===== src/rtl/rr_arb_pkg.sv =====
package rr_arb_pkg;

  // One ring slice: a grant is issued when the slice requests and is either
  // the priority holder or is reached by a live carry.
  function automatic logic slice_win(input logic rq, input logic pr, input logic ci);
    return rq & (pr | ci);
  endfunction

  // A slice without a request forwards whatever reached it.
  function automatic logic slice_pass(input logic rq, input logic pr, input logic ci);
    return (pr | ci) & ~rq;
  endfunction

endpackage


===== src/rtl/rr_carry_ring.sv =====
module rr_carry_ring
  import rr_arb_pkg::*;
#(
  parameter int NUM_REQ = 4
) (
  input  logic [NUM_REQ-1:0] req,
  input  logic [NUM_REQ-1:0] prio,
  output logic [NUM_REQ-1:0] grant
);

  localparam int LAST = NUM_REQ - 1;

  // The ring is unrolled into two laps, so there is no combinational loop.
  // Lap one finds out whether a carry leaves the top slice. Lap two feeds
  // that wrap carry into slice 0 and produces the grants.
  logic wrap_carry;

  always_comb begin
    logic c;
    c = 1'b0;
    for (int i = 0; i < NUM_REQ; i++) begin
      c = slice_pass(req[i], prio[i], c);
    end
    wrap_carry = c;
  end

  always_comb begin
    logic c;
    c = wrap_carry;
    grant = '0;
    for (int i = 0; i < NUM_REQ; i++) begin
      grant[i] = slice_win(req[i], prio[i], c);
      c        = slice_pass(req[i], prio[i], c);
    end
  end

  // Guards on the combinational result
  always_comb begin
    if ($onehot(prio)) begin
      AST_RING_ONEHOT: assert ($onehot0(grant)) else $error("ring multi-grant");
      AST_RING_SUBSET: assert ((grant & ~req) == '0) else $error("grant w/o req");
      AST_RING_LIVE:   assert ((|req) == (|grant)) else $error("idle ring with req");
    end
  end

  if (LAST < 1) begin : g_bad_width
    initial $error("NUM_REQ must be at least 2");
  end

endmodule


===== src/rtl/rr_next_ptr.sv =====
module rr_next_ptr #(
  parameter int NUM_REQ = 4
) (
  input  logic [NUM_REQ-1:0] grant,
  output logic [NUM_REQ-1:0] ptr_next,
  output logic               advance
);

  localparam int LAST = NUM_REQ - 1;

  // The slice after the winner takes priority; the top slice wraps to slice 0.
  always_comb begin
    ptr_next = {grant[LAST-1:0], grant[LAST]};
    advance  = |grant;
  end

endmodule


===== src/rtl/rr_ptr_reg.sv =====
module rr_ptr_reg #(
  parameter int NUM_REQ = 4
) (
  input  logic               clk,
  input  logic               rst_n,
  input  logic               load_en,
  input  logic [NUM_REQ-1:0] ptr_d,
  output logic [NUM_REQ-1:0] ptr_q
);

  localparam logic [NUM_REQ-1:0] PTR_RESET = NUM_REQ'(1);

  logic [NUM_REQ-1:0] ptr_nxt;

  always_comb begin
    ptr_nxt = ptr_q;
    if (load_en) begin
      ptr_nxt = ptr_d;
    end
  end

  always_ff @(posedge clk or negedge rst_n) begin
    if (!rst_n) begin
      ptr_q <= PTR_RESET;
    end else begin
      ptr_q <= ptr_nxt;
    end
  end

  AST_PTR_ONEHOT: assert property (@(posedge clk) disable iff (!rst_n)
    $onehot(ptr_q)) else $error("pointer lost one-hot");
  AST_PTR_HOLD: assert property (@(posedge clk) disable iff (!rst_n)
    !load_en |=> $stable(ptr_q)) else $error("pointer moved idle");
  AST_PTR_LOAD: assert property (@(posedge clk) disable iff (!rst_n)
    load_en |=> (ptr_q == $past(ptr_d))) else $error("pointer load lost");

endmodule


===== src/rtl/rr_ring_arbiter.sv =====
module rr_ring_arbiter #(
  parameter int NUM_REQ = 4
) (
  input  logic               clk,
  input  logic               rst_n,
  input  logic [NUM_REQ-1:0] req,
  output logic [NUM_REQ-1:0] grant
);

  localparam int LAST = NUM_REQ - 1;

  logic [NUM_REQ-1:0] prio;
  logic [NUM_REQ-1:0] prio_next;
  logic               prio_adv;

  rr_carry_ring #(.NUM_REQ(NUM_REQ)) u_ring (
    .req   (req),
    .prio  (prio),
    .grant (grant)
  );

  rr_next_ptr #(.NUM_REQ(NUM_REQ)) u_next (
    .grant    (grant),
    .ptr_next (prio_next),
    .advance  (prio_adv)
  );

  rr_ptr_reg #(.NUM_REQ(NUM_REQ)) u_ptr (
    .clk     (clk),
    .rst_n   (rst_n),
    .load_en (prio_adv),
    .ptr_d   (prio_next),
    .ptr_q   (prio)
  );

  AST_PRIO_WINS: assert property (@(posedge clk) disable iff (!rst_n)
    (|(req & prio)) |-> (grant == prio)) else $error("priority slice skipped");
  AST_WRAP_TOP: assert property (@(posedge clk) disable iff (!rst_n)
    grant[LAST] |=> prio[0]) else $error("no wrap to slice 0");
  AST_GRANT_ONEHOT: assert property (@(posedge clk) disable iff (!rst_n)
    $onehot0(grant)) else $error("grant not one-hot");

endmodule


===== config.mk =====
export PLATFORM = sky130hd
export DESIGN_NAME = rr_ring_arbiter
export DESIGN_NICKNAME = d
export VERILOG_FILES = /design/src/rtl/rr_arb_pkg.sv /design/src/rtl/rr_carry_ring.sv /design/src/rtl/rr_next_ptr.sv /design/src/rtl/rr_ptr_reg.sv /design/src/rtl/rr_ring_arbiter.sv
export SDC_FILE = /design/constraint.sdc
export NUM_CORES = 1
export LEC_CHECK = 0
export CORE_AREA = 2 2 39 41
export DETAILED_ROUTE_END_ITERATION = 12
export DIE_AREA = 0 0 41 43
export GPL_ROUTABILITY_DRIVEN = 1
export PLACE_DENSITY_LB_ADDON = 0.08
export SLEW_MARGIN = 20
export SYNTH_ARGS = -nofsm -noshare
export SYNTH_HDL_FRONTEND = slang
export SYNTH_SLANG_ARGS = --single-unit

===== constraint.sdc =====
create_clock -name clk -period 0.9 [get_ports clk]
set_input_delay 0.135 -clock clk [delete_from_list [all_inputs] [get_ports clk]]
set_output_delay 0.135 -clock clk [all_outputs]
set_load 0.05 [all_outputs]

==> metrics.md <==
| Metric | Value |
|---|---|
| Outcome | complete, but fails checks |
| Violations in the final reports | setup timing |
| Number of global-route vias before repair | 367 |
| Hold violation total from the final report | 0 |
| Die height | 43 um |
| Synthesis-stage register bit count | 4 |
| Worst-Skew Late Latency | 0.24 ns |
| Worst relative slew slack | 77.91% |
| Overall via count from detail_route | 321 |
| Routed length per placed instance | 10.92 um |
| Yosys synthesis warning count | 0 |
| Number of search-and-repair iterations in the first detailed-routing pass | 3 |
| Slew at the pin with the worst max-slew slack | 0.3302 ns |
| Rows | 14 |
| Detailed placer's ending HPWL | 639.2 um |
| Fin crit share | 160.0% |
| Detail-routed via count per cell | 4.338 |
| Post-route setup TNS | -2.513 ns |
| Final RePlAce weighted congestion | 0.6560 |
| Flip-flop count of the largest register after layout | 4 |
| Largest net degree at the start of global routing | 6 |
| Final core utilization | 44.67% |
| Library cell used as clock root buffer | sky130_fd_sc_hd__clkbuf_4 |
| Leading cell type in the layout, fill and taps excluded | sky130_fd_sc_hd__buf_4 |
| Share of cells above drive strength 1 | 60.34% |
| Number of standard cells after synthesis | 33 |
| List of cells traversed by the critical path | a211oi_4, a21oi_4, buf_6 |
| CP endpoint kind | output port |
| Largest incremental delay on the critical path | 0.46 ns |
| Number of clock sinks seen by CTS | 4 |
| Number of buffer and inverter stages on the critical path | 1 |
| Starting utilization of the core area | 18.26% |
| Required time at the endpoint of the critical path | 0.76 ns |
| Final Worst Setup Slack | -0.5401 ns |
| # Max-Cap Violations | 0 |
| Combined area of all synthesized cells | 252.7 um^2 |
| Worst endpoint data arrival time | 1.31 ns |
| Post-Syn Area per Cell | 7.659 um^2 |
| Area Growth Syn to Fin | 144.6% |
| Class of the worst hold path | input port to async pin |
| Count of buffers from port buffering | 9 |
| Portion of the post-synthesis area used by sequential elements | 40.10% |
| Maximum resistive drop on vdd | 0.6767 mV |
| Highest attainable clock frequency | 694.4 MHz |
| CTS Buf Count | 3 |
| Leading cell types in the layout, fill and taps excluded | sky130_fd_sc_hd__buf_4 (10), sky130_fd_sc_hd__nand2_1 (6), sky130_fd_sc_hd__o21ai_1 (4), sky130_fd_sc_hd__dlygate4sd2_1 (4), sky130_fd_sc_hd__buf_6 (4) |
| Power per Cell Area | 824.7 nW/um^2 |
| Iteration-0 DRC count of the detailed router | 4 |
| Antenna cells | 0 |
| Max Clock Skew | 0.007232 ns |
| Clock tree from TritonCTS | built |
| Count of unique library cells instantiated by Yosys | 16 |
| Total nets after synthesis | 39 |
| Worst reg-to-reg setup slack | -0.18 ns |
| Horiz. Die Dim | 41 um |
| Final wirelength | 808 um |
| Number of placed I/O pins | 10 |
| Crit path max-delay cell type | sky130_fd_sc_hd__dfrtp_2 |
| Number of hold buffers added after cts | 0 |
| Net total in the final layout | 65 |
| GR Overflow Total | 0 |
| Cell count of the worst reg-to-reg path | 2 |
| Antenna-violating nets left | 0 |
| Critical Path Start Type | flip-flop |
| Startpoint of the lowest-slack register-to-register path | u_ptr.ptr_q[2] |
| Max Buffers Root-to-Sink | 2 |
| Post-route DRC violation count | 0 |
| Slew Limit Fails | 0 |
| Leakage dissipation | 0.2413 nW |
| Largest driver fanout on the critical path | 5 |
| Registers with the most flip-flops | u_ptr.ptr_q x4 |
| Critical Setup Path Class | flip-flop to output port |
| RSZ-0062 raised after global routing | yes |
| Endpoint of the most critical register-to-register path | u_ptr.ptr_q[3] |
| Overall track demand over capacity in global routing | 13.19% |
| Minimum clock period after layout | 1.440 ns |
| Clock-pin slew on the worst setup and hold paths | 0.04 ns |
| Number of endpoints failing setup at the final stage | 8 |
| Core region area | 1384 um^2 |
| DIE AREA | 1763 um^2 |
| Antenna violations before repair | 0 |
| Most flops, register | u_ptr.ptr_q |
| Maximum level of the CTS H-tree | 1 |
| Top delay family on crit path | flip-flops |
| Global-route wire length before repair | 1483 um |
-- stage by stage --
| step | hold WS (ns) | setup WS [ns] | power, mW | cells | area (um^2) |
|---|---|---|---|---|---|
| 2_1_floorplan | -0.1606 | -0.2350 | 0.2026 | 33 | 322.8 |
| 3_3_place_gp | 0.3427 | -0.6954 | 0.2638 | 68 | 523.0 |
| 3_5_place_dp | 0.3469 | -0.7190 | 0.2646 | 68 | 523.0 |
| 4_1_cts | 0.08328 | -0.5594 | 0.5248 | 73 | 595.6 |
| 5_1_grt | 0.09473 | -0.5971 | 0.5494 | 74 | 618.1 |
| 6_report | 0.08803 | -0.5401 | 0.5098 | 74 | 618.1 |
-- cells in the mapped netlist --
master | instances | area share [%]
sky130_fd_sc_hd__o221ai_1 | 1 | 3.5
sky130_fd_sc_hd__nand3_1 | 1 | 2.0
sky130_fd_sc_hd__a211oi_1 | 1 | 3.0
sky130_fd_sc_hd__a21oi_1 | 3 | 5.9
sky130_fd_sc_hd__nor2_1 | 3 | 4.5
sky130_fd_sc_hd__o21ai_1 | 3 | 5.9
sky130_fd_sc_hd__dfrtp_1 | 3 | 30
sky130_fd_sc_hd__o211ai_1 | 1 | 3.0
sky130_fd_sc_hd__dfstp_2 | 1 | 10
sky130_fd_sc_hd__nor2_2 | 1 | 2.5
sky130_fd_sc_hd__nor2b_2 | 1 | 3.5
sky130_fd_sc_hd__inv_1 | 3 | 4.5
sky130_fd_sc_hd__a211oi_2 | 1 | 4.9
sky130_fd_sc_hd__o21ai_0 | 2 | 4.0
sky130_fd_sc_hd__nor2b_1 | 1 | 2.5
sky130_fd_sc_hd__nand2_1 | 7 | 10
-- layout make-up --
class	count	area (um^2)
Clock buffer	4	26.28
Fill cell	140	765.7
Inverter	3	11.26
Multi-Input combinational cell	26	252.7
Sequential cell	4	102.6
Tap cell	16	20.02
Timing Repair Buffer	21	205.2
-- logic make-up (layout without fill, tap and decap cells) --
logic type | Yosys count | in the layout | synth area share [%]
flops | 4 | 4 | 40.10
simple gates | 14 | 14 | 25.25
compound gates | 12 | 12 | 30.20
buf+inv | 3 | 28 | 4.455
-- per-layer routing --
metal	share of wire [%]	GRT usage (%)	vias up
li1	-	-	162
met1	38	13.64	143
met5	0	0	-
met4	2.6	8.000	0
met3	6.9	6.283	5
met2	52	20.31	11
-- repair_timing --
action / CTS / global route
gates cloned: 0 / 0
setup buffers: 1 / 1
pin swaps: 8 / 3
endpoints found under the setup margin: 8 / 8
gates resized for setup: 17 / 2
-- worst reg2reg max path, delay by kind of cell (launching register included) --
kind            cells  cell delay [ns]
compound gates      2             0.49
flops               1             0.46
-- how the worst max path moves through the flow --
| stage | start | end | slack [ns] | cells after the start |
|---|---|---|---|---|
| 6_report | u_ptr.ptr_q[2] | grant[2] | -0.54 | 3 |
| 5_1_grt | u_ptr.ptr_q[1] | grant[2] | -0.60 | 4 |
| 4_1_cts | u_ptr.ptr_q[1] | grant[2] | -0.56 | 4 |
| 3_5_place_dp | req[1] | grant[2] | -0.72 | 5 |
| 3_3_place_gp | req[1] | grant[2] | -0.70 | 5 |
| 2_1_floorplan | u_ptr.ptr_q[0] | grant[2] | -0.23 | 2 |
-- power breakdown --
part | internal, mW | leakage [nW] | switching [mW]
Combinational | 0.0404 | 0.176 | 0.0429
Clock | 0.167 | 0.0150 | 0.0789
Sequential | 0.181 | 0.0506 | 0
Power figures use the tool's default switching activity.
